## src/rtl/sar_conv_pkg.sv

```systemverilog
`timescale 1ns/1ps
// Package: shared types of the conversion sequencer.
// Assumes: nothing beyond IEEE 1800-2017.
package sar_conv_pkg;

    // Sequencer state: idle, held in reset, armed for a tick, converting.
    typedef enum logic [1:0] {
        ST_IDLE = 2'd0,
        ST_RST  = 2'd1,
        ST_WAIT = 2'd2,
        ST_CONV = 2'd3
    } conv_state_t;

endpackage

```

## src/rtl/sar_conv_timebase.sv

```systemverilog
`timescale 1ns/1ps
// Module: free-running bit-clock divider. Emits a one-cycle tick on the
// last phase of every BIT_CLKS-clock period.
// Assumes: BIT_CLKS >= 2; the divider is never restarted by the bus strobes,
// which is what makes the start latency variable.
module sar_conv_timebase #(
    parameter int BIT_CLKS = 8
) (
    input  logic clk,
    input  logic rst_n,
    output logic tick_o
);
    localparam int PH_W = (BIT_CLKS > 1) ? $clog2(BIT_CLKS) : 1;
    localparam logic [PH_W-1:0] PH_LAST = PH_W'(BIT_CLKS - 1);

    logic [PH_W-1:0] phase;

    // Advance the phase counter, wrapping at the last phase.
    always_ff @(posedge clk) begin
        if (!rst_n)                phase <= '0;
        else if (phase == PH_LAST) phase <= '0;
        else                       phase <= phase + 1'b1;
    end

    // Decode the tick from the last phase.
    always_comb tick_o = (phase == PH_LAST);

    generate
        if (BIT_CLKS > 1) begin : g_tick_chk
            // two ticks are never adjacent.
            p_tick_spacing_r2: assert property (@(posedge clk) disable iff (!rst_n)
                tick_o |=> !tick_o);
        end
    endgenerate
endmodule

```

## src/rtl/sar_conv_sequencer.sv

```systemverilog
`timescale 1ns/1ps
// Module: successive-approximation sequencer. Holds in reset while the
// start strobe is active, arms on release, starts on the next tick and
// resolves one bit per tick from the MSB down.
// Assumes: cmp_hi is valid when a tick edge arrives (the comparator is
// strobed at the end of the bit period); hold outranks everything.
module sar_conv_sequencer
    import sar_conv_pkg::*;
#(
    parameter int WIDTH = 8
) (
    input  logic             clk,
    input  logic             rst_n,
    input  logic             tick_i,
    input  logic             hold_i,
    input  logic             cmp_hi_i,
    output logic [WIDTH-1:0] trial_o,
    output logic             done_o,
    output logic [WIDTH-1:0] result_o
);
    localparam logic [WIDTH-1:0] TOP_BIT = {1'b1, {(WIDTH-1){1'b0}}};

    conv_state_t      state;
    logic [WIDTH-1:0] sar;
    logic [WIDTH-1:0] mask;
    logic [WIDTH-1:0] decided;

    // Resolve the bit under test from the comparator.
    always_comb decided = (sar & ~mask) | (cmp_hi_i ? mask : '0);

    // Flag the edge that decides the last bit.
    always_comb done_o = (state == ST_CONV) && tick_i && mask[0] && !hold_i;

    always_comb result_o = decided;
    always_comb trial_o  = sar;

    // State, approximation register and bit pointer.
    always_ff @(posedge clk) begin
        if (!rst_n) begin
            state <= ST_IDLE;
            sar   <= '0;
            mask  <= '0;
        end else if (hold_i) begin
            state <= ST_RST;
            sar   <= '0;
            mask  <= '0;
        end else begin
            unique case (state)
                ST_IDLE: ;
                ST_RST:  state <= ST_WAIT;
                ST_WAIT: begin
                    if (tick_i) begin
                        state <= ST_CONV;
                        sar   <= TOP_BIT;
                        mask  <= TOP_BIT;
                    end
                end
                ST_CONV: begin
                    if (tick_i) begin
                        if (mask[0]) begin
                            sar   <= decided;
                            mask  <= '0;
                            state <= ST_IDLE;
                        end else begin
                            sar  <= decided | (mask >> 1);
                            mask <= mask >> 1;
                        end
                    end
                end
                default: state <= ST_IDLE;
            endcase
        end
    end

    // a held strobe parks the sequencer with a cleared code.
    p_held_in_reset_r5: assert property (@(posedge clk) disable iff (!rst_n)
        hold_i |=> (state == ST_RST && trial_o == '0));
    // an armed sequencer starts with only the MSB on trial.
    p_start_code_r2: assert property (@(posedge clk) disable iff (!rst_n)
        (state == ST_WAIT && tick_i && !hold_i) |=> (trial_o == TOP_BIT));
    // the trial code moves only on ticks or strobes.
    p_quiet_between_ticks_r3: assert property (@(posedge clk) disable iff (!rst_n)
        (!tick_i && !hold_i && state != ST_RST) |=> $stable(trial_o));
    // at most one bit is under test.
    p_single_bit_r3: assert property (@(posedge clk) disable iff (!rst_n)
        $onehot0(mask));
endmodule

```

## src/rtl/sar_conv_busif.sv

```systemverilog
`timescale 1ns/1ps
// Module: bus side. Decodes the active-low strobes, keeps the output latch
// and the interrupt flag, and drives the output enable.
// Assumes: strobes are synchronous to clk; done_i is only high on an edge
// where no start strobe is active.
module sar_conv_busif #(
    parameter int WIDTH = 8
) (
    input  logic             clk,
    input  logic             rst_n,
    input  logic             cs_n,
    input  logic             wr_n,
    input  logic             rd_n,
    input  logic             done_i,
    input  logic [WIDTH-1:0] result_i,
    output logic             hold_o,
    output logic [WIDTH-1:0] dout_o,
    output logic             dout_oe_o,
    output logic             intr_n_o
);
    logic read;

    // Decode start-hold and read from the strobes.
    always_comb begin
        hold_o    = !cs_n && !wr_n;
        read      = !cs_n && !rd_n;
        dout_oe_o = read;
    end

    // Capture a finished code; nothing else writes the latch.
    always_ff @(posedge clk) begin
        if (!rst_n)      dout_o <= '0;
        else if (done_i) dout_o <= result_i;
    end

    // Interrupt flag: start strobe sets high, completion low, read high.
    always_ff @(posedge clk) begin
        if (!rst_n)      intr_n_o <= 1'b1;
        else if (hold_o) intr_n_o <= 1'b1;
        else if (done_i) intr_n_o <= 1'b0;
        else if (read)   intr_n_o <= 1'b1;
    end

    // the latch holds unless a conversion completes.
    p_latch_only_on_done_r6: assert property (@(posedge clk) disable iff (!rst_n)
        !done_i |=> $stable(dout_o));
    // the interrupt falls only on a completion edge.
    p_intr_fall_on_done_r4: assert property (@(posedge clk) disable iff (!rst_n)
        $fell(intr_n_o) |-> $past(done_i));
    // a start strobe releases the interrupt.
    p_hold_releases_intr_r5: assert property (@(posedge clk) disable iff (!rst_n)
        hold_o |=> intr_n_o);
    // a read without a completion releases the interrupt.
    p_read_clears_r8: assert property (@(posedge clk) disable iff (!rst_n)
        (read && !done_i) |=> intr_n_o);
    // with no read and no strobe, a pending interrupt stays low.
    p_intr_sticky_r11: assert property (@(posedge clk) disable iff (!rst_n)
        (!intr_n_o && !hold_o && !read) |=> !intr_n_o);
endmodule

```

## src/rtl/sar_conv_ctrl.sv

```systemverilog
`timescale 1ns/1ps
// Module: top of the conversion sequencer. Connects the bit-clock divider,
// the approximation sequencer and the bus side.
// Assumes: analog comparator, DAC and tri-state pads are outside; the
// tri-state bus is represented by dout plus dout_oe.
module sar_conv_ctrl #(
    parameter int WIDTH    = 8,
    parameter int BIT_CLKS = 8
) (
    input  logic             clk,
    input  logic             rst_n,
    input  logic             cs_n,
    input  logic             wr_n,
    input  logic             rd_n,
    input  logic             cmp_hi,
    output logic [WIDTH-1:0] trial_code,
    output logic [WIDTH-1:0] dout,
    output logic             dout_oe,
    output logic             intr_n
);
    logic             tick;
    logic             hold;
    logic             done;
    logic [WIDTH-1:0] result;

    sar_conv_timebase #(.BIT_CLKS(BIT_CLKS)) u_timebase (
        .clk    (clk),
        .rst_n  (rst_n),
        .tick_o (tick)
    );

    sar_conv_sequencer #(.WIDTH(WIDTH)) u_sequencer (
        .clk      (clk),
        .rst_n    (rst_n),
        .tick_i   (tick),
        .hold_i   (hold),
        .cmp_hi_i (cmp_hi),
        .trial_o  (trial_code),
        .done_o   (done),
        .result_o (result)
    );

    sar_conv_busif #(.WIDTH(WIDTH)) u_busif (
        .clk       (clk),
        .rst_n     (rst_n),
        .cs_n      (cs_n),
        .wr_n      (wr_n),
        .rd_n      (rd_n),
        .done_i    (done),
        .result_i  (result),
        .hold_o    (hold),
        .dout_o    (dout),
        .dout_oe_o (dout_oe),
        .intr_n_o  (intr_n)
    );
endmodule

```

## config.mk

```make
export PLATFORM = sky130hd
export DESIGN_NAME = sar_conv_ctrl
export DESIGN_NICKNAME = d
export VERILOG_FILES = /design/src/rtl/sar_conv_pkg.sv /design/src/rtl/sar_conv_timebase.sv /design/src/rtl/sar_conv_sequencer.sv /design/src/rtl/sar_conv_busif.sv /design/src/rtl/sar_conv_ctrl.sv
export SDC_FILE = /design/constraint.sdc
export NUM_CORES = 1
export LEC_CHECK = 0
export BUFFER_PORTS_ARGS = -buffer_cell sky130_fd_sc_hd__buf_4
export CAP_MARGIN = 15
export CELL_PAD_IN_SITES_DETAIL_PLACEMENT = 1
export CELL_PAD_IN_SITES_GLOBAL_PLACEMENT = 1
export CORE_MARGIN = 10
export CORE_UTILIZATION = 35
export CTS_BUF_LIST = sky130_fd_sc_hd__clkbuf_8
export CTS_CLUSTER_DIAMETER = 40
export DETAILED_ROUTE_END_ITERATION = 12
export PLACE_DENSITY = 0.71
export SETUP_SLACK_MARGIN = 0.1
export SLEW_MARGIN = 15
export SYNTH_ARGS = -nofsm -noshare
export SYNTH_HDL_FRONTEND = slang
export SYNTH_HIERARCHICAL = 1
export SYNTH_SLANG_ARGS = --single-unit
```

## constraint.sdc

```tcl
create_clock -name clk -period 2.1 [get_ports clk]
set_input_delay 0.315 -clock clk [delete_from_list [all_inputs] [get_ports clk]]
set_output_delay 0.315 -clock clk [all_outputs]
set_load 0.05 [all_outputs]
```

# [Word-level counts from Yosys, hierarchy flattened]
# Cells that the tools add are included.
[op_classes] add_sub_neg=1 n_eq_ne=10 muxes=15 bitwise=5 reduce_logical=18
[op_table] operator="8-bit two-way mux" n=5
[op_table] operator="8-bit one-hot mux with 2 select lines" n=2
[op_table] operator="3-bit by 1-bit inequality test with 1-bit output, second input constant" n=3
[op_table] operator="8-bit bitwise AND" n=1
[op_table] operator="8-bit inverter" n=1
[op_table] operator="8-bit by 7-bit bitwise OR with 8-bit output" n=1
[op_table] operator="8-bit bitwise OR" n=1
[op_table] operator="4-bit AND reduction" n=2
[op_table] operator="7-bit two-way mux" n=1
[op_table] operator="2-bit two-way mux" n=3
[op_table] operator="2-bit by 1-bit inequality test with 1-bit output, second input constant" n=3
[op_table] operator="2-bit one-hot mux with 3 select lines" n=1
[op_table] operator="1-bit logical AND" n=5
[op_table] operator="2-bit equality test, second input constant" n=2
[op_table] operator="1-bit logical NOT" n=4
[op_table] operator="2-bit nonzero test" n=2
[op_table] operator="4-bit nonzero test" n=1
[op_table] operator="2-bit OR reduction" n=2
[op_table] operator="3-bit by 1-bit adder with 3-bit output, second input constant" n=1
[op_table] operator="3-bit equality test, second input constant" n=1
[op_table] operator="1-bit two-way mux" n=3
[op_table] operator="3-bit AND reduction" n=1
[op_table] operator="3-bit nonzero test" n=1
[op_table] operator="2-bit by 1-bit equality test with 1-bit output, second input constant" n=1
[op_table] operator="1-bit inverter" n=1
[word_totals] regBits=30 inputBits=6 out_inout_bits=18 wordCells=56

# [Depth between registers and ports, before layout]
# Gate-level depths: netlist of the first run.
[logic_depth] word_depth=7 mapped_depth=8 ltp_nobuf=6

# [Cells and area by module]
# The synthesis of the first run kept the hierarchy.
[by_module_without_submodules] mod="sar_conv_sequencer" n_inst=1 cells_per_inst=98 area_each_um2=899.6
[by_module_without_submodules] mod="sar_conv_busif" n_inst=1 cells_per_inst=30 area_each_um2=347.8
[by_module_without_submodules] mod="sar_conv_timebase" n_inst=1 cells_per_inst=8 area_each_um2=115.1

# [Least setup slack after synthesis of the first run]
# No wires, ideal clock.
[synth_timing] path_kind="register to register" start="register u_timebase.phase[0]" end="register u_busif.dout_o[0]" setup_ns=0.117 t_arrival_ns=1.486 required_time_ns=1.983 slack_ns=0.497 stages_incl_launch_ff=9 period_less_slack_ns=1.603 path_cell_list="dfxtp_1 > ha_1 > ha_1 > buf_2 > nand2_1 > nor3_1 > buf_6 > mux2i_1 > nor2b_1"
[synth_between] elab_chain_cells=4
[synth_rtl] element="from (decl)" line="sar_conv_timebase.sv:16" rtl="logic [PH_W-1:0] phase;"
[synth_rtl] element="from (signal assigned)" line="sar_conv_timebase.sv:22" rtl="else phase <= phase + 1'b1;"
[synth_rtl] element="3-bit equality test" line="sar_conv_timebase.sv:26" rtl="always_comb tick_o = (phase == PH_LAST);"
[synth_rtl] element="via tick" line="sar_conv_ctrl.sv:21" rtl="logic tick;"
[synth_rtl] element="1-bit logical AND (3 in a row)" line="sar_conv_sequencer.sv:32" rtl="always_comb done_o = (state == ST_CONV) && tick_i && mask[0] && !hold_i;"
[synth_rtl] element="via done" line="sar_conv_ctrl.sv:23" rtl="logic done;"
[synth_rtl] element="to (signal assigned)" line="sar_conv_busif.sv:33" rtl="else if (done_i) dout_o <= result_i;"
[synth_rtl] element="to (decl)" line="sar_conv_busif.sv:17" rtl="output logic [WIDTH-1:0] dout_o,"
# The timed path passes the listed nets, and every way through them passes these cells.
# A chain may end at the register's enable or synchronous reset.

# [Final worst setup path of the first run]
[layout_timing] start="register u_timebase.phase[0]" end="register u_busif.dout_o[6]"
# The elaborated chain is that of the path after synthesis.

==> results.tsv, run 1 <==
metric	value	unit
Switch Pwr	262	uW
setup TNS	0	ps
Max Clock Freq	0.577	GHz
leak pwr	0.000724	uW
gr busiest metal	met2	
Mapped Avg Cell Area	10.0	sq um
Unique masters post-synth	34	
Slew @ Worst Pin	452	ps
hold path endpoint	u_busif/intr_n_o	
relative slew slack	0.697	
Die Area	6790	sq um
share of cells above drive strength 1	0.289	
synthesized area	1360	sq um
Hold WS	308	ps
Clk Latency, worst-skew pair	280	ps
Chip Width	82.4	microns
initial drt markers	28	
first-pass GRT wire length	5.87	mm
Final Hold Viols	0	
Mapped Cells	136	
Largest stage delay, worst path	360	ps
sequential group share of total power	0.486	
Commonest cells post-synth	dfxtp_1, a21oi_1, mux2_2, nand2_1, nor2b_1	
min Tclk post-route	1730	ps
DP Wirelength	2.64	mm
antenna diode count	0	
Longest Clk Path Bufs	2	
Slowest-stage cell, CP	dfxtp_1	
NumNets Final	177	
vias per cell	5.23	
starting density of the core	0.367	
GR Util All Layers	0.111	
clock network fraction of total power	0.453	
most frequent cell after synthesis	dfxtp_1	
synth warn	6	
CTS tree	yes	
Die Y-Extent	82.4	microns
drt drc	0	
switching share of power	0.218	
Synth-to-Final Area Change	24.9	%
R2R setup slack	370	ps
Hold Path Class	input port to flop	
critical path launch point type	flop	
worst path arrival time	1900	ps
Via Count	1120	
Row Count	22	
cells taking the most area after synthesis	dfxtp_1, mux2_2, mux2i_1	
fraction of registers with async set or reset after synthesis	0	
critical path endpoint category	flop	
combinational share of power	0.061	
area leader, netlist	dfxtp_1	
post-synth top area share	0.441	
Worst Skew	4.42	ps
ys flop type	dfxtp_1	
total grt overflow	0	
hold buffers post-CTS	0	
vias in the first global route	1190	
Clock Pin Slew Worst Setup and Hold Paths	60	ps
# IOs	24	
number of synthesized flops with an enable pin	0	
max-slew violations	0	
Placer Congestion	0.743	
port bufs	23	
PD cells	706	nW/um^2
fillers	429	
r2r startpoint	u_timebase/phase[0]	
hold depth	2	
Pre-Repair DR Iteration Count	4	
run status	completed	
H-tree depth	2	
initial antenna violation count	0	
Final period util	0.825	
routed wire length	3.46	mm
Setup violations, final	0	
VDD IR-drop max	449	uV
met2 usage	0.181	
area of the core	3720	sq um
largest net degree at the start of global routing	15	
Num CTS Buffers	5	
DR WL/cell	16.2	microns
Crit Path Category	flop to flop	
Final ANT Viol Nets	0	
worst-path cell chain	ha_1 > ha_2 > nand2_1 > nor3_1 > buf_4 > mux2i_1 > nor2b_1	
Worst EP required	2260	ps
RR Endpoint	u_busif/dout_o[6]	
sequential cell area fraction in the yosys report	0.441	
Clock Sinks	30	
Int Pwr	940	uW
Max-cap violations	0	
Post-Syn Nets	148	
met3 usage	0.0313	
synthesized flop and latch total	30	
crit path max fanout	12	
M1 GR Usage	0.133	
clock root cell	clkbuf_8	
Hold Startpoint	rst_n	
Worst R2R Path Depth	7	
RSZ-0062 raised after global routing	false	
-- cells in the final DEF, fill, tap and decap left out, types with 7 or more instances in the layout --
| cell | n |
|---|---|
| dfxtp_1 | 30 |
| nand2_1 | 9 |
| mux2_2 | 9 |
| a21oi_1 | 10 |
| nor2b_1 | 9 |
| nand3_1 | 7 |
| clkbuf_8 | 8 |
| mux2i_1 | 8 |
| buf_4 | 27 |
-- critical path: cells and delay by family (launching register included) --
family / cells / cell delay, ps
AND/OR/NAND/NOR: 3 / 340
multiplexers: 1 / 230
buffers and inverters: 1 / 220
flip-flops: 1 / 360
adder cells (fa/ha/maj): 2 / 460
-- registers in the layout, summed over array words and instances (netlist names) --
register / count
u_sequencer/mask: 8
u_timebase/phase: 3
u_busif/intr_n_o: 1
u_sequencer/state: 2
u_busif/dout_o: 8
u_sequencer/trial_o: 8
-- power groups by stage --
| stage | Sequential, uW | Clock, uW | Combinational (uW) |
|---|---|---|---|
| after floorplan | 595 | 0 | 44.5 |
| after global placement | 596 | 0 | 67.9 |
| after detailed placement | 597 | 0 | 72.6 |
| after CTS | 584 | 564 | 73.8 |
| after global routing | 585 | 586 | 83.1 |
| final | 584 | 545 | 73.2 |
-- layer usage --
layer	vias to the layer above	wire, microns
met5	-	0
met4	0	61
met3	9	132
met2	17	1710
met1	549	1560
li1	545	-
-- worst max-delay path by stage --
stage	startpoint	end	slack, ps
floorplan	u_timebase/phase[0]	u_busif/dout_o[0]	500
global placement	u_timebase/phase[0]	u_busif/dout_o[2]	390
detailed placement	u_timebase/phase[0]	u_busif/dout_o[6]	260
CTS	u_timebase/phase[0]	u_busif/dout_o[6]	250
global route	u_timebase/phase[0]	u_busif/dout_o[3]	210
finish	u_timebase/phase[0]	u_busif/dout_o[6]	370
-- stage by stage --
stage / cell area [sq um] / std cells / util / setup slack, ps / power (uW)
floorplan: 1360 / 136 / - / 497 / 640
global placement: 1590 / 206 / 0.428 / 385 / 664
detailed placement: 1590 / 206 / 0.428 / 263 / 670
CTS: 1700 / 214 / 0.457 / 248 / 1220
global route: 1700 / 214 / 0.458 / 205 / 1250
finish: 1700 / 214 / 0.458 / 368 / 1200
-- timing repair --
action,in CTS,in global routing
buffers inserted,0,0
setup endpoints to repair,0,5
gates resized for setup,0,1
-- cell type report --
class	instances	area (sq um)	share of cell area
multi-input cells	97	713	0.419
well taps	48	60.1	0.0353
inverters	4	15.0	0.00882
clock buffers	8	110	0.0647
repair buffers	27	203	0.119
flip-flops and latches	30	601	0.353
-- logic make-up (layout without fill, tap and decap cells) --
family / after synthesis / after routing / share of synthesized area
adders and majority gates: 6 / 6 / 0.0551
AOI/OAI and AO/OA: 32 / 32 / 0.163
and+or+nand+nor: 42 / 42 / 0.170
DFF: 30 / 30 / 0.441
buffers and inverters: 9 / 39 / 0.0376
muxes: 17 / 17 / 0.133
Power figures use the tool's default switching activity.
==> inputs of run 2 (changes only) <==
==> constraint.sdc (replaced) <==
create_clock -name clk -period 1.8 [get_ports clk]
set_input_delay 0.27 -clock clk [delete_from_list [all_inputs] [get_ports clk]]
set_output_delay 0.27 -clock clk [all_outputs]
set_load 0.05 [all_outputs]
==> results.tsv, run 2 (synthesis gave the netlist of run 1 again) <==
metric	value	unit
largest net degree at the start of global routing	15	
clock root cell	clkbuf_8	
Hold Path Class	input port to flop	
Clock Sinks	30	
CTS tree	yes	
max-slew violations	0	
PD cells	749	nW/um^2
Die Y-Extent	82.4	microns
Pre-Repair DR Iteration Count	4	
min Tclk post-route	1540	ps
critical path endpoint category	flop	
Hold Startpoint	rst_n	
clock network fraction of total power	0.400	
Max Clock Freq	0.650	GHz
commonest non-fill, non-tap cell in the layout	dfxtp_1	
Num CTS Buffers	5	
vias in the first global route	1183	
Longest Clk Path Bufs	2	
DR WL/cell	16.4	microns
Via Count	1113	
GR Util All Layers	0.109	
combinational share of power	0.066	
hold buffers post-CTS	0	
leak pwr	0.000718	uW
most frequent cells in the layout	dfxtp_1, buf_4, a21oi_1	
Clock Pin Slew Worst Setup and Hold Paths	60	ps
Placer Congestion	0.787	
Die Area	6790	sq um
antenna diode count	0	
Chip Width	82.4	microns
Final Core Density	0.460	
delay-heaviest family, CP	adder cells	
initial drt markers	55	
share of cells above drive strength 1	0.313	
Slowest-stage cell, CP	dfxtp_1	
Bufs and invs on worst path	1	
Worst EP required	1960	ps
postcts setup bufs	0	
H-tree depth	2	
Clk Latency, worst-skew pair	270	ps
port bufs	23	
Final ANT Viol Nets	0	
worst-path cell chain	ha_1 > ha_4 > nand2_1 > nor3_2 > buf_4 > mux2i_1 > nor2b_1	
run status	completed	
Synth-to-Final Area Change	25.5	%
hold path endpoint	u_busif/intr_n_o	
sequential group share of total power	0.534	
total grt overflow	0	
R2R setup slack	260	ps
Worst R2R Path Depth	7	
worst path arrival time	1700	ps
setup TNS	0	ps
vias per cell	5.20	
RR Endpoint	u_busif/dout_o[4]	
first-pass GRT wire length	5.68	mm
DP Wirelength	2.70	mm
# IOs	24	
initial antenna violation count	0	
r2r startpoint	u_timebase/phase[0]	
RSZ-0062 raised after global routing	false	
Final period util	0.855	
Row Count	22	
drt drc	0	
Final Hold Viols	0	
VDD IR-drop max	522	uV
switching share of power	0.214	
Int Pwr	1010	uW
crit path max fanout	6	
hold depth	2	
Slew @ Worst Pin	471	ps
routed wire length	3.52	mm
Largest stage delay, worst path	360	ps
Worst Skew	5.70	ps
Max-cap violations	0	
area of the core	3720	sq um
relative slew slack	0.685	
critical path launch point type	flop	
Crit Path Category	flop to flop	
Switch Pwr	275	uW
starting density of the core	0.367	
Setup violations, final	0	
NumNets Final	179	
## run 2: how the worst max path moves through the flow
stage | depth (start not counted) | from | to | slack (ps)
floorplan | 8 | u_timebase/phase[0] | u_busif/dout_o[0] | 200
global placement | 5 | u_sequencer/state[0] | u_sequencer/trial_o[7] | 180
detailed placement | 7 | u_timebase/phase[0] | u_busif/dout_o[4] | 110
CTS | 5 | u_sequencer/state[0] | u_sequencer/trial_o[7] | 100
global route | 7 | u_timebase/phase[0] | u_busif/dout_o[4] | 130
finish | 7 | u_timebase/phase[0] | u_busif/dout_o[4] | 260
## run 2: timing repair
item	4_1_cts	5_1_grt
gates cloned	0	1
pin swaps	0	0
resized for setup	1	6
setup endpoints to repair	1	18
## run 2: cell type report
| cell class | instances | area [sq um] |
|---|---|---|
| Sequential cell | 30 | 601 |
| Tap cell | 48 | 60.1 |
| Fill cell | 426 | 2010 |
| Multi-Input combinational cell | 97 | 737 |
| Clock buffer | 6 | 82.6 |
| Inverter | 4 | 15.0 |
| Timing Repair Buffer | 29 | 215 |
## run 2: stage by stage
step           power, uW  cells  hold WS [ps]  setup slack, ps  cell area [sq um]
6_report            1280    214           270              261               1710
5_1_grt             1340    214           284              132               1710
4_1_cts             1300    213           266              103               1680
3_5_place_dp         781    207           447              109               1600
3_3_place_gp         774    207           425              185               1600
2_1_floorplan        746    136           349              197               1360
## run 2: per-layer routing
layer	up-vias	part of all wire	wire length (microns)	global-route usage
li1	547	-	-	-
met1	544	0.45	1590	0.124
met2	18	0.50	1760	0.179
met3	4	0.042	146	0.0421
met4	0	0.0065	23	0.0408
met5	-	0	0	0
## run 2: power by group through the flow
stage,sequential [uW],combinational (uW),clock [uW]
5_1_grt,685,94.6,562
3_3_place_gp,695,78.7,0
2_1_floorplan,695,51.9,0
4_1_cts,683,83.8,528
6_report,685,85.1,512
3_5_place_dp,698,83.4,0
==> inputs of run 3 (changes only) <==
--- a/config.mk
+++ b/config.mk
@@ -14,6 +14,7 @@
 export CTS_BUF_LIST = sky130_fd_sc_hd__clkbuf_8
 export CTS_CLUSTER_DIAMETER = 40
 export DETAILED_ROUTE_END_ITERATION = 12
+export GPL_TIMING_DRIVEN = 0
 export PLACE_DENSITY = 0.71
 export SETUP_SLACK_MARGIN = 0.1
 export SLEW_MARGIN = 15
==> results.tsv, run 3 (synthesis gave the netlist of run 1 again) <==
metric	value	unit
Max-cap violations	0	
Power, Total	1340	uW
crit path from	u_timebase/phase[0]	
PD cells	756	nW/um^2
Longest Clk Path Bufs	2	
largest net degree at the start of global routing	15	
Via Count	1149	
Worst R2R Path Depth	7	
Synth-to-Final Area Change	29.9	%
max-slew violations	0	
Final period util	0.905	
worst-path cell chain	ha_2 > ha_4 > buf_6 > buf_4 > nor2b_1 > or4_1 > a21oi_1	
Final ANT Viol Nets	0	
min Tclk post-route	1630	ps
clock root cell	clkbuf_8	
Hold WS	254	ps
Setup violations, final	0	
Num CTS Buffers	5	
Final Core Density	0.476	
Chip Width	82.4	microns
r2r startpoint	u_timebase/phase[0]	
Cells after DPL	207	
port bufs	23	
critical path launch point type	flop	
most frequent cells in the layout	dfxtp_1, buf_4, a21oi_1	
Worst Skew	4.74	ps
critical path endpoint category	flop	
area of the core	3720	sq um
routed wire length	3.71	mm
commonest non-fill, non-tap cell in the layout	dfxtp_1	
Hold Path Class	input port to flop	
worst path arrival time	1840	ps
Crit Path Category	flop to flop	
VDD IR-drop max	422	uV
Clk Latency, worst-skew pair	280	ps
CP endpoint	u_sequencer/state[1]	
relative slew slack	0.690	
Largest stage delay, worst path	410	ps
Final Hold Viols	0	
CTS tree	yes	
Die Area	6790	sq um
leak pwr	0.000743	uW
drt drc	0	
Clock Pin Slew Worst Setup and Hold Paths	70	ps
Clock Sinks	30	
NumNets Final	182	
GR Util All Layers	0.112	
H-tree depth	2	
share of cells above drive strength 1	0.345	
vias per cell	5.25	
Worst EP required	2010	ps
first-pass GRT wire length	5.80	mm
initial antenna violation count	0	
Row Count	22	
Slowest-stage cell, CP	or4_1	
R2R setup slack	170	ps
DP Wirelength	2.68	mm
Die Y-Extent	82.4	microns
RSZ-0062 raised after global routing	true	
fin cells	219	
starting density of the core	0.367	
vias in the first global route	1153	
initial drt markers	92	
RR Endpoint	u_sequencer/state[1]	
Placer Congestion	0.827	
Max Clock Freq	0.614	GHz
Pre-Repair DR Iteration Count	4	
total grt overflow	0	
DR WL/cell	16.9	microns
crit path max fanout	5	
antenna diode count	0	
hold buffers post-CTS	0	
run status	completed	
Slew @ Worst Pin	465	ps
# IOs	24	
-- run 3: per-stage QoR --
| step | TNS [ps] | setup WS (ps) | area (sq um) |
|---|---|---|---|
| after detailed placement | -629 | -76.1 | 1600 |
| after CTS | 0 | 54.6 | 1740 |
| after global routing | 0 | 95.5 | 1770 |
| final | 0 | 172 | 1770 |
| after floorplan | 0 | 197 | 1360 |
| after global placement | 0 | 30.5 | 1600 |
-- run 3: worst min-delay path by stage --
| stage | endpoint | slack [ps] | startpoint | depth (start not counted) |
|---|---|---|---|---|
| CTS | u_busif/intr_n_o | 250 | wr_n | 2 |
| detailed placement | u_timebase/phase[0] | 440 | u_timebase/phase[0] | 1 |
| global route | u_busif/intr_n_o | 270 | cs_n | 2 |
| finish | u_busif/intr_n_o | 250 | wr_n | 2 |
| floorplan | u_busif/intr_n_o | 350 | rst_n | 1 |
| global placement | u_timebase/phase[0] | 430 | u_timebase/phase[0] | 1 |
-- run 3: cell type report --
class,instances,area [sq um]
Buffer,5,42.5
Clock buffer,6,82.6
Clock inverter,2,12.5
Fill cell,432,1950
Inverter,4,15.0
Multi-Input combinational cell,97,753
Sequential cell,30,602
Tap cell,48,60.1
Timing Repair Buffer,27,203
-- run 3: what timing repair did --
action / CTS / global route
endpoints found under the setup margin: 18 / 25
gates resized for setup: 9 / 5
gates cloned: 1 / 0
buffers inserted: 1 / 2
pin swaps: 1 / 1
-- run 3: metal layers --
layer  GRT usage  up-vias  share of wire
li1            -      553              -
met1       0.133      564           0.43
met2       0.180       27           0.50
met3      0.0356        5          0.060
met4      0.0510        0          0.014
met5           0        -              0
-- run 3: worst max-delay path: cells and delay by family (launching register included) --
kind                       cells  cell delay [ps]
and+or+nand+nor                2              470
DFF                            1              340
AOI/OAI and AO/OA              1              140
buffers and inverters          2              240
adders and majority gates      2              360
-- run 3: where the power goes --
part | switching [uW] | internal [uW] | total, uW
registers | 9.55 | 674 | 684
logic | 49.6 | 39.8 | 89.4
clock network | 259 | 307 | 566
